--- src/rtl/fhdc_pkg.sv ---
package fhdc_pkg;

  typedef enum logic [1:0] {
    IO_CTL   = 2'd0,
    IO_OUT   = 2'd1,
    IO_IN    = 2'd2,
    IO_SENSE = 2'd3
  } io_kind_e;

  typedef enum logic [1:0] {
    PH_IDLE  = 2'd0,
    PH_WORD1 = 2'd1,
    PH_WORD2 = 2'd2
  } phase_e;

  localparam int CMD_W = 16;

  function automatic logic cmd_is_write(input logic [CMD_W-1:0] w);
    return w[15];
  endfunction

  function automatic logic [3:0] cmd_surface(input logic [CMD_W-1:0] w);
    return w[13:10];
  endfunction

  function automatic logic [5:0] cmd_track(input logic [CMD_W-1:0] w);
    return w[9:4];
  endfunction

  function automatic logic [11:0] cmd_char_addr(input logic [CMD_W-1:0] w);
    return w[11:0];
  endfunction

  function automatic logic [10:0] char_to_word(input logic [11:0] ca);
    return ca[11:1];
  endfunction

  // sense code table: each code answers one status question
  function automatic logic sense_hit(input logic [2:0] code, input logic rdy,
                                     input logic bsy, input logic derr,
                                     input logic aerr, input logic ireq);
    case (code)
      3'd0:    return rdy;
      3'd1:    return !bsy;
      3'd2:    return !derr;
      3'd3:    return !aerr;
      3'd4:    return !ireq;
      default: return 1'b0;
    endcase
  endfunction

endpackage

--- src/rtl/fhdc_decode.sv ---
module fhdc_decode
  import fhdc_pkg::*;
#(
  parameter int FUNC_W = 6
) (
  input  logic              clk,
  input  logic              rst_n,
  input  logic              strobe,
  input  logic [1:0]        kind,
  input  logic [FUNC_W-1:0] func,
  input  logic              busy,
  input  logic              ready,
  input  phase_e            phase,
  output logic              ev_start,
  output logic              ev_start_dma,
  output logic              ev_eor,
  output logic              ev_cw1,
  output logic              ev_cw2,
  output logic              ev_dout,
  output logic              ev_in,
  output logic              ev_sense,
  output logic              bad_func
);

  localparam logic [FUNC_W-1:0] F_START_CH  = FUNC_W'(3);
  localparam logic [FUNC_W-1:0] F_END_RANGE = FUNC_W'(4);
  localparam logic [FUNC_W-1:0] F_START_BUS = FUNC_W'(7);

  logic is_ctl, is_out, is_in, fn_zero, ctl_start, out_ok;

  always_comb begin
    is_ctl       = strobe && (io_kind_e'(kind) == IO_CTL);
    is_out       = strobe && (io_kind_e'(kind) == IO_OUT);
    is_in        = strobe && (io_kind_e'(kind) == IO_IN);
    ev_sense     = strobe && (io_kind_e'(kind) == IO_SENSE);
    fn_zero      = (func == '0);
    ctl_start    = is_ctl && ((func == F_START_CH) || (func == F_START_BUS));
    ev_start     = ctl_start && !busy;
    ev_start_dma = (func == F_START_CH);
    ev_eor       = is_ctl && (func == F_END_RANGE);
    out_ok       = is_out && fn_zero && ready;
    ev_cw1       = out_ok && (phase == PH_WORD1);
    ev_cw2       = out_ok && (phase == PH_WORD2);
    ev_dout      = out_ok && (phase == PH_IDLE);
    ev_in        = is_in && fn_zero && ready;
    bad_func     = (is_ctl && !ctl_start && !ev_eor) || ((is_out || is_in) && !fn_zero);
  end

  p_one_event_r3: assert property (@(posedge clk) disable iff (!rst_n)
    $onehot0({ev_start, ev_eor, ev_cw1, ev_cw2, ev_dout, ev_in, ev_sense}));

  p_bad_inert_r10: assert property (@(posedge clk) disable iff (!rst_n)
    bad_func |-> !(ev_start || ev_cw1 || ev_cw2 || ev_dout || ev_in));

endmodule

--- src/rtl/fhdc_seq.sv ---
module fhdc_seq
  import fhdc_pkg::*;
#(
  parameter int WORDS_PER_TRACK = 1536,
  parameter int SURF_W          = 5
) (
  input  logic             clk,
  input  logic             rst_n,
  input  logic             ev_start,
  input  logic             ev_cw1,
  input  logic             ev_cw2,
  input  logic             ev_dout,
  input  logic             eng_load,
  input  logic [CMD_W-1:0] wdata,
  input  logic [CMD_W-1:0] eng_word,
  input  logic             store_present,
  input  logic [SURF_W-1:0] surf_count,
  output phase_e           phase,
  output logic [CMD_W-1:0] cw1,
  output logic [CMD_W-1:0] cw2,
  output logic [CMD_W-1:0] buf_word,
  output logic             cw2_ok,
  output logic             cw2_bad
);

  logic [11:0] new_ca;
  logic [10:0] new_wa;
  logic        addr_bad, surf_bad;

  always_comb begin
    new_ca   = cmd_char_addr(wdata);
    new_wa   = char_to_word(new_ca);
    addr_bad = int'(new_wa) >= WORDS_PER_TRACK;
    surf_bad = int'(cmd_surface(cw1)) >= int'(surf_count);
    cw2_bad  = ev_cw2 && (addr_bad || !store_present || surf_bad);
    cw2_ok   = ev_cw2 && !(addr_bad || !store_present || surf_bad);
  end

  always_ff @(posedge clk) begin
    if (!rst_n) begin
      phase    <= PH_IDLE;
      cw1      <= '0;
      cw2      <= '0;
      buf_word <= '0;
    end else begin
      if (ev_start) phase <= PH_WORD1;
      if (ev_cw1) begin
        cw1   <= wdata;
        phase <= PH_WORD2;
      end
      if (ev_cw2) begin
        cw2   <= wdata;
        phase <= PH_IDLE;
      end
      if (ev_dout) buf_word <= wdata;
      if (eng_load && !cmd_is_write(cw1)) buf_word <= eng_word;
    end
  end

  p_cw1_latch_r3: assert property (@(posedge clk) disable iff (!rst_n)
    ev_cw1 |=> (phase == PH_WORD2) && (cw1 == $past(wdata)));

  p_cw2_idle_r4: assert property (@(posedge clk) disable iff (!rst_n)
    ev_cw2 |=> (phase == PH_IDLE) && (cw2 == $past(wdata)));

endmodule

--- src/rtl/fhdc_flags.sv ---
module fhdc_flags
  import fhdc_pkg::*;
(
  input  logic   clk,
  input  logic   rst_n,
  input  logic   ev_start,
  input  logic   ev_start_dma,
  input  logic   chan_assigned,
  input  logic   ev_eor,
  input  logic   ev_cw1,
  input  logic   ev_dout,
  input  logic   ev_in,
  input  logic   cw2_ok,
  input  logic   cw2_bad,
  input  logic   is_write,
  input  phase_e phase,
  input  logic   eng_word_evt,
  input  logic   eng_done,
  input  logic   eng_err,
  output logic   busy,
  output logic   ready,
  output logic   access_err,
  output logic   data_err,
  output logic   end_range,
  output logic   irq,
  output logic   dma,
  output logic   chan_req,
  output logic   eng_load
);

  logic xfer_live, done_ok, rdy_set, rdy_clr, irq_set, dma_nx;

  always_comb begin
    xfer_live = busy && (phase == PH_IDLE);
    eng_load  = eng_word_evt && xfer_live;
    done_ok   = eng_done && xfer_live;
    rdy_set   = ev_start || ev_cw1 || (cw2_ok && is_write) || eng_load;
    rdy_clr   = ev_in || ev_dout || (cw2_ok && !is_write) || cw2_bad;
    irq_set   = cw2_bad || done_ok;
    dma_nx    = ev_start ? (ev_start_dma && chan_assigned) : dma;
  end

  always_ff @(posedge clk) begin
    if (!rst_n) begin
      busy       <= 1'b0;
      ready      <= 1'b0;
      access_err <= 1'b0;
      data_err   <= 1'b0;
      end_range  <= 1'b0;
      irq        <= 1'b0;
      dma        <= 1'b0;
      chan_req   <= 1'b0;
    end else begin
      if (ev_start) begin
        busy       <= 1'b1;
        access_err <= 1'b0;
        data_err   <= 1'b0;
        end_range  <= 1'b0;
      end
      dma <= dma_nx;
      if (cw2_bad || done_ok) busy <= 1'b0;
      if (cw2_bad) access_err <= 1'b1;
      if (done_ok && eng_err) data_err <= 1'b1;
      if (ev_eor) end_range <= 1'b1;
      if (rdy_set) ready <= 1'b1;
      else if (rdy_clr) ready <= 1'b0;
      if (irq_set) irq <= 1'b1;
      else if (ev_eor) irq <= 1'b0;
      chan_req <= rdy_set && dma_nx;
    end
  end

  p_start_sets_r2: assert property (@(posedge clk) disable iff (!rst_n)
    ev_start |=> busy && ready && !access_err && !data_err && !end_range);

  p_phase_busy_r2: assert property (@(posedge clk) disable iff (!rst_n)
    (phase != PH_IDLE) |-> busy);

  p_access_abort_r5: assert property (@(posedge clk) disable iff (!rst_n)
    cw2_bad |=> access_err && !busy && !ready && irq);

  p_creq_mode_r9: assert property (@(posedge clk) disable iff (!rst_n)
    chan_req |-> dma && ready);

  p_word_ready_r11: assert property (@(posedge clk) disable iff (!rst_n)
    eng_load |=> ready);

endmodule

--- src/rtl/fhdc_top.sv ---
module fhdc_top
  import fhdc_pkg::*;
#(
  parameter int FUNC_W          = 6,
  parameter int WORDS_PER_TRACK = 1536,
  parameter int MAX_SURF        = 16,
  localparam int SURF_W         = $clog2(MAX_SURF + 1)
) (
  input  logic              clk,
  input  logic              rst_n,
  input  logic              io_strobe,
  input  logic [1:0]        io_kind,
  input  logic [FUNC_W-1:0] io_func,
  input  logic [15:0]       io_wdata,
  output logic              io_ack,
  output logic              io_skip,
  output logic [15:0]       io_rdata,
  output logic              io_bad_func,
  input  logic              store_present,
  input  logic [SURF_W-1:0] surf_count,
  input  logic              chan_assigned,
  input  logic              eng_word_evt,
  input  logic [15:0]       eng_word,
  input  logic              eng_done,
  input  logic              eng_err,
  output logic              busy,
  output logic              ready,
  output logic              access_err,
  output logic              data_err,
  output logic              end_range,
  output logic              irq,
  output logic              chan_req,
  output logic              xfer_start,
  output logic              xfer_write,
  output logic [3:0]        xfer_surface,
  output logic [5:0]        xfer_track,
  output logic [11:0]       xfer_char_addr,
  output logic [10:0]       xfer_word_addr,
  output logic [15:0]       xfer_data
);

  phase_e           phase;
  logic             ev_start, ev_start_dma, ev_eor, ev_cw1, ev_cw2, ev_dout, ev_in, ev_sense;
  logic             bad_func, cw2_ok, cw2_bad, dma, eng_load, sense_skip;
  logic [CMD_W-1:0] cw1, cw2, buf_word;

  fhdc_decode #(.FUNC_W(FUNC_W)) u_decode (
    .clk(clk), .rst_n(rst_n), .strobe(io_strobe), .kind(io_kind), .func(io_func),
    .busy(busy), .ready(ready), .phase(phase),
    .ev_start(ev_start), .ev_start_dma(ev_start_dma), .ev_eor(ev_eor),
    .ev_cw1(ev_cw1), .ev_cw2(ev_cw2), .ev_dout(ev_dout), .ev_in(ev_in),
    .ev_sense(ev_sense), .bad_func(bad_func)
  );

  fhdc_seq #(.WORDS_PER_TRACK(WORDS_PER_TRACK), .SURF_W(SURF_W)) u_seq (
    .clk(clk), .rst_n(rst_n), .ev_start(ev_start), .ev_cw1(ev_cw1), .ev_cw2(ev_cw2),
    .ev_dout(ev_dout), .eng_load(eng_load), .wdata(io_wdata), .eng_word(eng_word),
    .store_present(store_present), .surf_count(surf_count),
    .phase(phase), .cw1(cw1), .cw2(cw2), .buf_word(buf_word),
    .cw2_ok(cw2_ok), .cw2_bad(cw2_bad)
  );

  fhdc_flags u_flags (
    .clk(clk), .rst_n(rst_n), .ev_start(ev_start), .ev_start_dma(ev_start_dma),
    .chan_assigned(chan_assigned), .ev_eor(ev_eor), .ev_cw1(ev_cw1),
    .ev_dout(ev_dout), .ev_in(ev_in), .cw2_ok(cw2_ok), .cw2_bad(cw2_bad),
    .is_write(cmd_is_write(cw1)), .phase(phase), .eng_word_evt(eng_word_evt),
    .eng_done(eng_done), .eng_err(eng_err),
    .busy(busy), .ready(ready), .access_err(access_err), .data_err(data_err),
    .end_range(end_range), .irq(irq), .dma(dma), .chan_req(chan_req),
    .eng_load(eng_load)
  );

  always_comb begin
    sense_skip = ev_sense && (io_func < FUNC_W'(5)) &&
                 sense_hit(io_func[2:0], ready, busy, data_err, access_err, irq);
    xfer_write     = cmd_is_write(cw1);
    xfer_surface   = cmd_surface(cw1);
    xfer_track     = cmd_track(cw1);
    xfer_char_addr = cmd_char_addr(cw2);
    xfer_word_addr = char_to_word(cmd_char_addr(cw2));
    xfer_data      = buf_word;
  end

  always_ff @(posedge clk) begin
    if (!rst_n) begin
      io_ack      <= 1'b0;
      io_skip     <= 1'b0;
      io_rdata    <= '0;
      io_bad_func <= 1'b0;
      xfer_start  <= 1'b0;
    end else begin
      io_ack      <= io_strobe;
      io_skip     <= ev_cw1 || ev_cw2 || ev_dout || ev_in || sense_skip;
      io_rdata    <= ev_in ? buf_word : '0;
      io_bad_func <= bad_func;
      xfer_start  <= cw2_ok;
    end
  end

  p_skip_acked_r3: assert property (@(posedge clk) disable iff (!rst_n)
    (io_skip || io_bad_func) |-> io_ack);

  p_xfer_clean_r4: assert property (@(posedge clk) disable iff (!rst_n)
    xfer_start |-> busy && !access_err && (phase == PH_IDLE));

  p_rdata_on_skip_r7: assert property (@(posedge clk) disable iff (!rst_n)
    (io_rdata != '0) |-> io_skip);

endmodule

--- config.mk ---
export PLATFORM = sky130hd
export DESIGN_NAME = fhdc_top
export DESIGN_NICKNAME = d
export VERILOG_FILES = /design/src/rtl/fhdc_pkg.sv /design/src/rtl/fhdc_decode.sv /design/src/rtl/fhdc_seq.sv /design/src/rtl/fhdc_flags.sv /design/src/rtl/fhdc_top.sv
export SDC_FILE = /design/constraint.sdc
export NUM_CORES = 1
export LEC_CHECK = 0
export ABC_AREA = 1
export ABC_CLOCK_PERIOD_IN_PS = 1400
export BUFFER_PORTS_ARGS = -buffer_cell sky130_fd_sc_hd__buf_2
export CAP_MARGIN = 15
export CORE_MARGIN = 5
export CORE_UTILIZATION = 41
export CTS_CLUSTER_DIAMETER = 120
export CTS_CLUSTER_SIZE = 10
export DETAILED_ROUTE_END_ITERATION = 6
export PLACE_DENSITY = 0.73
export SYNTH_ARGS = -nofsm -noshare
export SYNTH_HDL_FRONTEND = slang
export SYNTH_SLANG_ARGS = --single-unit
--- constraint.sdc ---
create_clock -name clk -period 1.4 [get_ports clk]
set_input_delay 0.14 -clock clk [delete_from_list [all_inputs] [get_ports clk]]
set_output_delay 0.14 -clock clk [all_outputs]
set_load 0.02 [all_outputs]
Word-level counts from Yosys, hierarchy flattened
Index checks and enable logic that the tools add are counted.
{"block": "op_classes", "magnitude_cmp": 3, "eq_ne": 12, "muxes": 14, "bitwise": 1, "reduce_logical": 71}
{"cell": "two-way mux 16 bit", "count": 2}
{"cell": "logical AND 1 bit", "count": 30}
{"cell": "logical OR 1 bit", "count": 16}
{"cell": "nonzero test 2 bit", "count": 7}
{"cell": "equality test 6 x 3 -> 1 bit, second input constant", "count": 2}
{"cell": "greater-or-equal comparator 11 bit, second input constant", "count": 1}
{"cell": "zero test 1 bit", "count": 10}
{"cell": "two-way mux 1 bit", "count": 9}
{"cell": "equality test 2 bit, second input constant", "count": 3}
{"cell": "equality test 3 x 2 -> 1 bit, second input constant", "count": 2}
{"cell": "equality test 6 x 2 -> 1 bit, second input constant", "count": 1}
{"cell": "zero test 6 bit", "count": 1}
{"cell": "less-than comparator 6 x 3 -> 1 bit, second input constant", "count": 1}
{"cell": "greater-or-equal comparator 4 x 5 -> 1 bit", "count": 1}
{"cell": "one-hot mux 1 bit (5 select lines)", "count": 1}
{"cell": "equality test 2 x 1 -> 1 bit, second input constant", "count": 2}
{"cell": "zero test 2 bit", "count": 2}
{"cell": "two-way mux 2 bit", "count": 2}
{"cell": "OR reduction 2 bit", "count": 2}
{"cell": "equality test 3 x 1 -> 1 bit, second input constant", "count": 1}
{"cell": "equality test 3 bit, second input constant", "count": 1}
{"cell": "zero test 3 bit", "count": 1}
{"cell": "OR reduction 3 bit", "count": 1}
{"cell": "AND reduction 2 bit", "count": 1}
{"cell": "NOT 1 bit", "count": 1}
{"block": "totals", "reg_bits": 74, "in_bits": 53, "out_inout_bits": 77, "wordCells": 119}

Logic depth before layout (Yosys ltp)
Gate-level depths: netlist of run 1.
{"block": "depth", "depth_word": 11, "depth_mapped": 11, "ltp_nobuf": 11}

By module
Synthesis of run 1 repeated with hierarchy kept, for this count alone.
{"block": "unflattened", "hier_cells": 462, "hier_area_um2": 3378.2}
{"module": "fhdc_seq", "n_inst": 1, "cells_per_inst": 278, "area_per_inst_um2": 2069.5, "seq_area_each_um2": 1001.0}
{"module": "fhdc_top", "n_inst": 1, "cells_per_inst": 97, "area_per_inst_um2": 777.0, "seq_area_each_um2": 400.4}
{"module": "fhdc_flags", "n_inst": 1, "cells_per_inst": 49, "area_per_inst_um2": 347.8, "seq_area_each_um2": 160.2}
{"module": "fhdc_decode", "n_inst": 1, "cells_per_inst": 38, "area_per_inst_um2": 183.9, "seq_area_each_um2": 0.0}

Least setup slack after synthesis of run 1
OpenSTA, ideal clock, no wires.
{"block": "synth_timing", "path_kind": "register to register", "start": "register u_seq.cw1[10]", "end": "register u_flags.ready", "setup_ns": 0.128, "arrival_time_ns": 1.325, "required_time_ns": 1.272, "setup_slack_ns": -0.053, "path_stages_with_launch": 12, "path_buffers": 0, "period_less_slack_ns": 1.453, "path_cell_list": "dfxtp_1 -> inv_1 -> ha_1 -> inv_1 -> nand2_1 -> nand3_1 -> nand3_1 -> nor2_1 -> nor2_1 -> nor2_1 -> nor2_1 -> nor2_1"}
{"block": "synth_via", "elab_chain_cells": 8, "elab_cells_between_ends": 13, "cone_classes": "1 x order compare; 1 x mux; 11 x reduce/logical"}
{"element": "start, declared", "line_no": "fhdc_seq.sv:19", "text": "output logic [CMD_W-1:0] cw1,"}
{"element": "start signal, assigned", "line_no": "fhdc_seq.sv:48", "text": "cw1 <= wdata;"}
{"element": "greater-or-equal comparator 4 x 5 -> 1 bit *", "line_no": "fhdc_seq.sv:34", "text": "surf_bad = int'(cmd_surface(cw1)) >= int'(surf_count);"}
{"element": "logical OR 1 bit *", "line_no": "fhdc_seq.sv:35, fhdc_seq.sv:36"}
{"element": "zero test 1 bit", "line_no": "fhdc_seq.sv:36", "text": "cw2_ok = ev_cw2 && !(addr_bad || !store_present || surf_bad);"}
{"element": "logical AND 1 bit", "line_no": "fhdc_seq.sv:36"}
{"element": "logical AND 1 bit (on tied branches)", "line_no": "fhdc_flags.sv:37, fhdc_flags.sv:38"}
{"element": "logical OR 1 bit (on tied branches) (2 in a row)", "line_no": "fhdc_flags.sv:37, fhdc_flags.sv:38"}
{"element": "two-way mux 1 bit / nonzero test 2 bit (equally long branches)"}
{"element": "end signal, assigned", "line_no": "fhdc_flags.sv:46", "text": "ready <= 1'b0;"}
{"element": "end signal, assigned", "line_no": "fhdc_flags.sv:65", "text": "if (rdy_set) ready <= 1'b1;"}
{"element": "end signal, assigned", "line_no": "fhdc_flags.sv:66", "text": "else if (rdy_clr) ready <= 1'b0;"}
{"element": "end, declared", "line_no": "fhdc_flags.sv:21", "text": "output logic ready,"}
Every way passes the cells marked *; elsewhere a longest branch is shown, timed or not.
A chain may end at the register's enable or synchronous reset.

Final worst setup path of run 1
{"block": "layout_timing", "start": "register u_seq.cw1[13]", "end": "register u_flags.ready"}
Same word-level chain as after synthesis.

==> results of run 1 <==
[timing repair]
item,in CTS,in global routing
resized for setup,7,17
endpoints found under the hold margin,0,0
endpoints found under the setup margin,4,31
setup buffers,0,5
pin swaps,7,12
[final timing paths]
check / end / slack [ns] / cells after the start
setup / recovery: u_flags.ready / 0.008 / 10
hold / removal: io_ack / 0.02 / 3
setup reg to reg: u_flags.ready / 0.008 / 10
hold reg to reg: io_rdata[2] / 0.44 / 2
[cell families (layout without fill, tap and decap cells)]
group / Yosys count / after routing / share of synthesized area, %
compound gates: 68 / 68 / 14.1
fa+ha+maj: 4 / 4 / 1.62
buf+inv: 83 / 226 / 13.1
flops: 69 / 69 / 44.7
mux: 5 / 5 / 1.62
simple gates: 169 / 169 / 24.9
[state kept, by name (all words and copies together), names as in the netlist, 2 cells and up]
register / cells
io_rdata: 16
u_seq.cw1: 11
u_seq.phase: 2
u_seq.cw2: 12
u_seq.buf_word: 16
[Yosys cell counts, types with 2 or more instances]
cell type / n
a211oi_2: 12
a21oi_1: 35
buf_2: 5
buf_4: 11
buf_6: 6
clkbuf_1: 3
dfxtp_1: 69
ha_1: 4
inv_1: 56
mux2i_1: 5
nand2_1: 54
nand2_2: 3
nand3_1: 16
nand3_4: 2
nand4_2: 2
nor2_1: 81
nor2_4: 3
o21ai_0: 5
o21ai_1: 14
[metal layers]
layer	vias up	wire length (um)	share of wire (%)	global-route usage, %
li1	1523	-	-	-
met1	1377	3700	43	20.3
met5	-	0	0	0
met3	13	580	6.7	6.91
met4	0	143	1.6	5.62
met2	98	4270	49	31.1
[worst max-delay path, delay by kind of cell (launching register included)]
kind	cells	cell delay, ns
AND/OR/NAND/NOR	7	0.60
buffers and inverters	2	0.11
flip-flops	1	0.34
adder cells (fa/ha/maj)	1	0.26
[layout make-up]
cell class                      instances  area share (%)
Multi-Input combinational cell        246            33.4
Tap cell                               99            2.97
Clock inverter                          6            1.53
Timing Repair Buffer                  153            20.6
Sequential cell                        69            33.3
Clock buffer                           10            3.06
Inverter                               57            5.13
[report_power, final]
part | leakage (nW) | switching, mW | internal, mW | total [mW]
combinational | 1.46 | 0.151 | 0.106 | 0.257
sequential | 0.559 | 0.00196 | 1.97 | 1.97
clock | 0.0923 | 0.765 | 0.819 | 1.58
total | 2.12 | 0.918 | 2.89 | 3.81
[per-stage QoR]
step	setup slack, ns	cell area (um^2)	utilization [%]
6_report	0.00802	4170	57.2
3_3_place_gp	0.0153	3840	52.7
3_5_place_dp	-0.0622	3840	52.7
5_1_grt	-0.0970	4170	57.2
2_1_floorplan	0.00657	3090	-
4_1_cts	0.00226	4060	55.6
==> impl_summary.log, run 1 <==
INFO  metric status = complete, no violations
INFO  metric crit_path_cell_trace = ha_4, inv_2, nor2_4, nand3_2, inv_1, nor2_1, nand3_1, nand2_1, nor2_1, nor2_1
INFO  metric post_synth_cell_types = 31
INFO  metric synth.ff_latch_count = 69
INFO  metric via_density_per_instance = 4.70
INFO  metric worstPathMaxFanout = 2
INFO  metric critPathArrivalTime = 1.63 ns
INFO  metric cts_inserted_buffers = 9
INFO  metric number_of_optimization_iterations_in_the_first_detailed_route_pass = 4
INFO  metric worst_ep_required_time = 1.64 ns
INFO  metric numPlacedInstances = 619
INFO  metric worst_setup_path_end_kind = flip-flop
INFO  metric grt_setup_unrepaired = yes
INFO  metric initialDrtViolationCount = 131
INFO  metric finalCriticalPeriod = 1.39 ns
INFO  metric detail_route.wl_per_cell = 13.6 um
INFO  metric syn_area = 3090 um^2
INFO  metric critical_path.reg2reg.startpoint = u_seq.cw1[13]
INFO  metric final.period_utilization = 99.4%
INFO  metric power.static_leakage = 2.12 nW
INFO  metric irDropWorstVdd = 433 uV
INFO  metric max-clock-path-buffers = 2
INFO  metric synth_enable_flop_cells = 0
INFO  metric ys.flop_type = dfxtp_1
INFO  metric synthToLayoutAreaGrowth = 34.8%
INFO  metric yosys.area.top_type = dfxtp_1
INFO  metric whs = 0.0235 ns
INFO  metric most_frequent_cells_in_the_layout = 129 x buf_2, 78 x nor2_1, 63 x dfxtp_1, 52 x inv_1, 52 x nand2_1
INFO  metric drcViolationCount = 0
INFO  metric critical_path_class = flip-flop to flip-flop
INFO  metric hold_start = io_strobe
INFO  metric maxClockFrequency = 718 MHz
INFO  metric yosysWarningCount = 0
INFO  metric timing.critical_path.from_type = flip-flop
INFO  metric post-synth-top-area-fraction = 44.7%
INFO  metric hold_violations = 0
INFO  metric share_of_layout_cells_above_drive_strength_1 = 39.9%
INFO  metric starting_utilization_of_the_core_area = 42.4%
INFO  metric finish.net_count = 593
INFO  metric cts_tree = done
INFO  metric synthArstFlopShare = 0%
INFO  metric multi_input_logic_area = 1390 um^2
INFO  metric cts_hold_buffers = 0
INFO  metric vias = 3011
INFO  metric hold_path.class = input port to flip-flop
INFO  metric n_fill_cell = 710
INFO  metric clk_pin_slew = 0.08 ns
INFO  metric yosys-top-cells-area = dfxtp_1 45%, nor2_1 9.8%, inv_1 6.8%, nand2_1 6.6%, a21oi_1 5.7%
INFO  metric detail-route-antenna-nets = 0
INFO  metric die_width = 96.8 um
INFO  metric critPathMaxStageDelay = 0.34 ns
INFO  metric first_pass_grt_wire_length = 13700 um
INFO  metric layout_commonest_cell = buf_2
INFO  metric placement_rows = 31
INFO  metric antenna_violations_before_repair = 0
INFO  metric die-area = 9380 um^2
INFO  metric post_synthesis_sequential_area_ratio = 44.7%
INFO  metric fin_cells = 640
INFO  metric finalWeightedCongestion = 0.852
INFO  metric clock_latency_on_the_worst_skew_pair = 0.35 ns
INFO  metric slew_violations = 0
INFO  metric coreArea = 7290 um^2
INFO  metric die_h = 96.8 um
INFO  metric crit_slowest_cell = dfxtp_2
INFO  metric cts.root.buffer_cell = clkbuf_8
INFO  metric dp_hpwl = 6770 um
INFO  metric groute.usage.overall = 18.0%
INFO  metric slew_headroom = 74.2%
INFO  metric register_area = 1390 um^2
INFO  metric htree_num_levels = 3
INFO  metric grt_start_max_net_pins = 25
INFO  metric syn_avg_cell_area = 7.77 um^2
INFO  metric worst_slew_pin_tran = 0.384 ns
INFO  metric design_power_total = 3.81 mW
INFO  metric insertedDiodeCount = 0
INFO  metric syn-num-nets = 455
INFO  metric clk_sink_count = 69
INFO  metric worst_path_most_repeated_cell = nor2_1
INFO  metric port_buffers = 129
INFO  metric power-per-cell-area = 914 nW/um^2
INFO  metric number_of_global_route_vias_before_repair = 2903
INFO  metric postSynthCellCount = 398
INFO  metric critical_path.startpoint = u_seq.cw1[13]
INFO  metric cap_violations = 0
INFO  metric final.setup_skew = 0.0132 ns
INFO  metric total_neg_setup_slack = 0 ns
INFO  metric timing.final.setup_violations = 0
INFO  metric io_pins = 130
INFO  metric drt-total-wl = 8700 um
INFO  metric gr-total-overflow = 0
Note: power is estimated with default switching activity, not from simulation.
==> inputs of run 2 (changes only) <==
--- a/config.mk
+++ b/config.mk
@@ -15,6 +15,7 @@
 export CTS_CLUSTER_SIZE = 10
 export DETAILED_ROUTE_END_ITERATION = 6
 export PLACE_DENSITY = 0.73
+export RECOVER_POWER = 100
 export SYNTH_ARGS = -nofsm -noshare
 export SYNTH_HDL_FRONTEND = slang
 export SYNTH_SLANG_ARGS = --single-unit
==> run 2 against run 1 <==
  * Core utilization shrank 1.5 points
  * Clock skew is essentially flat
  * Via count grew 0.46%
  * Sequential cell count is the same
  * Sequential share of layout area grew 0.92 points
  * Register-to-register slack is essentially flat
  * Final area shrank 2.7%
  * Critical path type unchanged
  * Critical endpoint unchanged
  * Largest cell class is now sequential cells
  * Largest power group unchanged
  * Highest routed layer unchanged
==> impl_summary.log, run 2 (synthesized netlist as in run 1, its figures left out) <==
INFO  metric finalWeightedCongestion = 0.852
INFO  metric insertedDiodeCount = 0
INFO  metric clock_latency_on_the_worst_skew_pair = 0.35 ns
INFO  metric synthToLayoutAreaGrowth = 31.2%
INFO  metric grt_start_max_net_pins = 25
INFO  metric n_fill_cell = 737
INFO  metric die_h = 96.8 um
INFO  metric share_of_layout_cells_above_drive_strength_1 = 25.9%
INFO  metric hold_path.class = input port to flip-flop
INFO  metric worst_ep_required_time = 1.64 ns
INFO  metric irDropWorstVdd = 429 uV
INFO  metric groute.usage.overall = 18.0%
INFO  metric finish.net_count = 593
INFO  metric coreArea = 7290 um^2
INFO  metric critical_path.reg2reg.startpoint = u_seq.cw1[13]
INFO  metric design_power_total = 3.80 mW
INFO  metric cts.root.buffer_cell = clkbuf_8
INFO  metric starting_utilization_of_the_core_area = 42.4%
INFO  metric critical_path.startpoint = u_seq.cw1[13]
INFO  metric whs = 0.0260 ns
INFO  metric initialDrtViolationCount = 137
INFO  metric biggestRegsByFlops = io_rdata (16), u_seq.buf_word (16), u_seq.cw2 (12)
INFO  metric cap_violations = 0
INFO  metric grt_setup_unrepaired = yes
INFO  metric hold_start = io_strobe
INFO  metric fin_cells = 640
INFO  metric drcViolationCount = 0
INFO  metric worst_slew_pin_tran = 0.384 ns
INFO  metric most_frequent_cells_in_the_layout = 78 x nor2_1, 76 x clkbuf_1, 63 x dfxtp_1, 55 x buf_2
INFO  metric port_buffers = 129
INFO  metric final.setup_skew = 0.0132 ns
INFO  metric detail_route.wl_per_cell = 13.7 um
INFO  metric holdPathEnd = io_ack
INFO  metric dp_hpwl = 6770 um
INFO  metric drt-total-wl = 8770 um
INFO  metric die-area = 9380 um^2
INFO  metric cts_tree = done
INFO  metric htree_num_levels = 3
INFO  metric power-per-cell-area = 937 nW/um^2
INFO  metric antenna_violations_before_repair = 0
INFO  metric detail-route-antenna-nets = 0
INFO  metric slew_violations = 0
INFO  metric timing.critical_path.from_type = flip-flop
INFO  metric number_of_global_route_vias_before_repair = 2903
INFO  metric via_density_per_instance = 4.73
INFO  metric critical_path_class = flip-flop to flip-flop
INFO  metric numPlacedInstances = 619
INFO  metric die_width = 96.8 um
INFO  metric clk_pin_slew = 0.08 ns
INFO  metric io_pins = 130
INFO  metric finalCriticalPeriod = 1.39 ns
INFO  metric gr-total-overflow = 0
INFO  metric worstRegToRegCells = 10
INFO  metric status = complete, no violations
INFO  metric rrSetupSlack = 0.01 ns
INFO  metric r2r-end = u_flags.ready
INFO  metric maxClockFrequency = 719 MHz
INFO  metric worst_setup_path_end_kind = flip-flop
INFO  metric cts_inserted_buffers = 9
INFO  metric first_pass_grt_wire_length = 13700 um
INFO  metric number_of_optimization_iterations_in_the_first_detailed_route_pass = 5
INFO  metric max-clock-path-buffers = 2
INFO  metric placement_rows = 31
INFO  metric hold_violations = 0
INFO  metric worst_hold_path.num_cells = 3
INFO  metric slew_headroom = 74.2%
INFO  metric timing.final.setup_violations = 0
INFO  metric vias = 3025
INFO  metric worstPathMaxFanout = 2
INFO  metric clk_sink_count = 69
INFO  metric layout_commonest_cell = nor2_1
INFO  metric final.period_utilization = 99.3%
INFO  metric power.static_leakage = 1.78 nW
INFO  metric critPathArrivalTime = 1.63 ns
run 2: where the power goes:
group	leakage [nW]	switching (mW)	internal, mW
Sequential	0.559	0.00215	1.97
Combinational	1.13	0.151	0.103
Clock	0.0923	0.760	0.819
Total	1.78	0.913	2.89
run 2: worst max-delay path, stage by stage (launching register included):
cell and delay [ns]:
dfxtp_2 0.34, ha_4 0.26, inv_2 0.04, nor2_4 0.12
nand3_2 0.12, inv_1 0.07, nor2_1 0.04, nand3_1 0.11
nand2_1 0.07, nor2_1 0.10, nor2_1 0.04
run 2: how the worst max path moves through the flow:
stage / end / slack [ns] / cells past startpoint
3_3_place_gp: u_flags.irq / 0.02 / 10
3_5_place_dp: u_flags.irq / -0.06 / 10
4_1_cts: u_seq.buf_word[2] / 0.002 / 7
5_1_grt: u_flags.ready / -0.1 / 10
2_1_floorplan: u_flags.ready / 0.007 / 10
6_report: u_flags.ready / 0.01 / 10
run 2: routing by layer:
metal	share of wire [%]	GRT usage, %
met1	42	20.3
met5	0	0
met3	7.6	6.91
met2	49	31.1
met4	1.6	5.62
run 2: metrics by stage:
| step | area (um^2) | setup WS (ns) | setup TNS, ns | utilization (%) |
|---|---|---|---|---|
| 6_report | 4060 | 0.0101 | 0 | 55.6 |
| 5_1_grt | 4060 | -0.0970 | -1.13 | 55.6 |
| 4_1_cts | 4060 | 0.00226 | 0 | 55.6 |
| 3_5_place_dp | 3840 | -0.0622 | -0.133 | 52.7 |
| 3_3_place_gp | 3840 | 0.0153 | 0 | 52.7 |
| 2_1_floorplan | 3090 | 0.00657 | 0 | - |
run 2: layout make-up:
cell class | instances | area [um^2] | share of cell area, %
tap | 99 | 124 | 3.05
clock inverter | 6 | 63.8 | 1.57
inverter | 57 | 214 | 5.27
clock buffer | 10 | 128 | 3.15
sequential | 69 | 1390 | 34.2
timing repair buffer | 153 | 751 | 18.5
multi-input combinational | 246 | 1390 | 34.2
run 2: what timing repair did:
item,CTS,global route
buffers inserted,0,5
endpoints found under the setup margin,4,31
hold buffers,0,0
pin swaps,7,12
resized for setup,7,17
==> inputs of run 3 (changes only) <==
--- a/config.mk
+++ b/config.mk
@@ -9,7 +9,7 @@
 export ABC_CLOCK_PERIOD_IN_PS = 1400
 export BUFFER_PORTS_ARGS = -buffer_cell sky130_fd_sc_hd__buf_2
 export CAP_MARGIN = 15
-export CORE_MARGIN = 5
+export CORE_MARGIN = 1.5
 export CORE_UTILIZATION = 41
 export CTS_CLUSTER_DIAMETER = 120
 export CTS_CLUSTER_SIZE = 10
==> run 3 against run 2 <==
  * The run now ends with negative setup slack left
  * Clock power rose by 38%
  * Core utilization rose by 2.6 points
  * Hold slack improved by 0.017 ns
  * Total power rose by 16%
  * Sequential power barely moved
  * Sequential cell count did not move
  * Combinational power rose by 4%
  * Non-clock buffer count rose by 1
  * Sequential share of layout area fell by 1.5 points
  * Setup slack got worse by 0.032 ns
  * Die area fell by 14%
==> impl_summary.log, run 3 (synthesized netlist as in run 1, its figures left out) <==
INFO  metric detail-route-antenna-nets = 0
INFO  metric die_width = 89.8 um
INFO  metric irDropWorstVdd = 412 uV
INFO  metric final.period_utilization = 102%
INFO  metric hold_start = io_strobe
INFO  metric via_density_per_instance = 4.79
INFO  metric die-area = 8070 um^2
INFO  metric fin_ws = -0.0216 ns
INFO  metric max-clock-path-buffers = 2
INFO  metric antenna_violations_before_repair = 0
INFO  metric placement_rows = 31
INFO  metric r2r-end = u_flags.busy
INFO  metric cts.root.buffer_cell = clkbuf_8
INFO  metric groute.usage.overall = 21.5%
INFO  metric gr-total-overflow = 0
INFO  metric cap_violations = 0
INFO  metric coreArea = 7290 um^2
INFO  metric grt_setup_unrepaired = yes
INFO  metric vias = 3072
INFO  metric hold_path.class = input port to flip-flop
INFO  metric number_of_global_route_vias_before_repair = 2964
INFO  metric clk_pin_slew = 0.08 ns
INFO  metric worstRegToRegCells = 9
INFO  metric number_of_optimization_iterations_in_the_first_detailed_route_pass = 4
INFO  metric hold_violations = 0
INFO  metric final.setup_skew = 0.0106 ns
INFO  metric io_pins = 130
INFO  metric finish.net_count = 594
INFO  metric initialDrtViolationCount = 88
INFO  metric critical_path.reg2reg.startpoint = u_seq.cw1[13]
INFO  metric cts_tree = done
INFO  metric synthToLayoutAreaGrowth = 37.2%
INFO  metric holdPathEnd = io_ack
INFO  metric dp_hpwl = 6460 um
INFO  metric maxClockFrequency = 703 MHz
INFO  metric timing.final.setup_violations = 3
INFO  metric share_of_layout_cells_above_drive_strength_1 = 27.3%
INFO  metric htree_num_levels = 3
INFO  metric layout.core_utilization = 58.2%
INFO  metric most_frequent_cells_in_the_layout = 77 x clkbuf_1, 75 x nor2_1, 62 x dfxtp_1, 53 x buf_2, 52 x inv_1
INFO  metric die_h = 89.8 um
INFO  metric critical_path_class = flip-flop to flip-flop
INFO  metric finalCriticalPeriod = 1.42 ns
INFO  metric grt_start_max_net_pins = 30
INFO  metric port_buffers = 129
INFO  metric layout_commonest_cell = clkbuf_1
INFO  metric cts_inserted_buffers = 9
INFO  metric drt-total-wl = 8770 um
INFO  metric slew_violations = 0
INFO  metric worst_slew_pin_tran = 0.358 ns
INFO  metric cts_hold_buffers = 0
INFO  metric drcViolationCount = 0
INFO  metric rrSetupSlack = -0.02 ns
INFO  metric worst_setup_path_end_kind = flip-flop
INFO  metric clk_sink_count = 69
INFO  metric timing.critical_path.from_type = flip-flop
INFO  metric biggestRegsByFlops = io_rdata (16), u_seq.buf_word (16), u_seq.cw2 (12)
INFO  metric first_pass_grt_wire_length = 13900 um
INFO  metric worst_hold_path.num_cells = 3
INFO  metric worstPathMaxFanout = 3
INFO  metric failing_checks = negative setup slack
INFO  metric critPathArrivalTime = 1.70 ns
INFO  metric design_power_total = 4.41 mW
INFO  metric finalWeightedCongestion = 0.860
INFO  metric power.static_leakage = 1.86 nW
INFO  metric slew_headroom = 75.9%
INFO  metric power-per-cell-area = 1040 nW/um^2
INFO  metric starting_utilization_of_the_core_area = 42.4%
INFO  metric status = finished, violations left
INFO  metric detail_route.wl_per_cell = 13.7 um
INFO  metric clock_latency_on_the_worst_skew_pair = 0.35 ns
INFO  metric insertedDiodeCount = 0
INFO  metric worst_ep_required_time = 1.67 ns
-- run 3: per-layer routing --
layer  track usage, %  part of all wire, %  vias to the layer above
met4             8.47                  2.3                        0
li1                 -                    -                     1528
met1             25.3                   43                     1414
met2             37.5                   49                      114
met3             5.58                  6.0                       16
met5                0                    0                        -
-- run 3: power breakdown --
group	total [mW]	internal (mW)	leakage, nW	switching, mW
combinational	0.265	0.109	1.17	0.156
clock	2.18	1.38	0.134	0.804
sequential	1.97	1.97	0.560	0.00251
-- run 3: worst max path at each step --
stage / startpoint / depth (start not counted) / end
final: u_seq.cw1[13] / 9 / u_flags.busy
after global routing: u_seq.cw1[13] / 10 / u_flags.ready
after floorplan: u_seq.cw1[13] / 10 / u_flags.ready
after CTS: u_seq.cw1[13] / 10 / u_flags.ready
after global placement: u_seq.cw1[10] / 11 / u_flags.ready
after detailed placement: u_seq.cw1[10] / 10 / u_flags.irq
-- run 3: what timing repair did --
item / in CTS / in global routing
setup buffers: 1 / 5
hold endpoints to repair: 0 / 0
setup endpoints to repair: 4 / 32
resized for setup: 8 / 33
pin swaps: 5 / 13
-- run 3: cell type report --
type	count	area [um^2]
Inverter	57	216
Timing Repair Buffer	154	802
Tap cell	99	124
Clock inverter	7	146
Multi-Input combinational cell	246	1440
Fill cell	707	3050
Clock buffer	9	124
Sequential cell	69	1390
-- run 3: per-stage QoR --
| stage | setup slack, ns | hold slack (ns) | area [um^2] | setup TNS, ns | cells |
|---|---|---|---|---|---|
| 6_report | -0.0216 | 0.0432 | 4240 | -0.0509 | 641 |
| 5_1_grt | -0.0969 | 0.0437 | 4240 | -0.692 | 641 |
| 4_1_cts | 0.00258 | 0.0333 | 4180 | 0 | 636 |
| 3_5_place_dp | -0.0314 | 0.388 | 3870 | -0.0970 | 619 |
| 3_3_place_gp | 0.0157 | 0.373 | 3870 | 0 | 619 |
| 2_1_floorplan | 0.00657 | 0.233 | 3090 | 0 | 398 |
-- run 3: worst max-delay path, cell delays in order, from the launching register on --
cell and delay, ns:
dfxtp_2 0.34, ha_4 0.15, inv_1 0.05, nor2_1 0.05, nor2_2 0.21, nand3_4 0.13, buf_4 0.16, nand2_4 0.07
nand3_1 0.07, a21oi_1 0.12
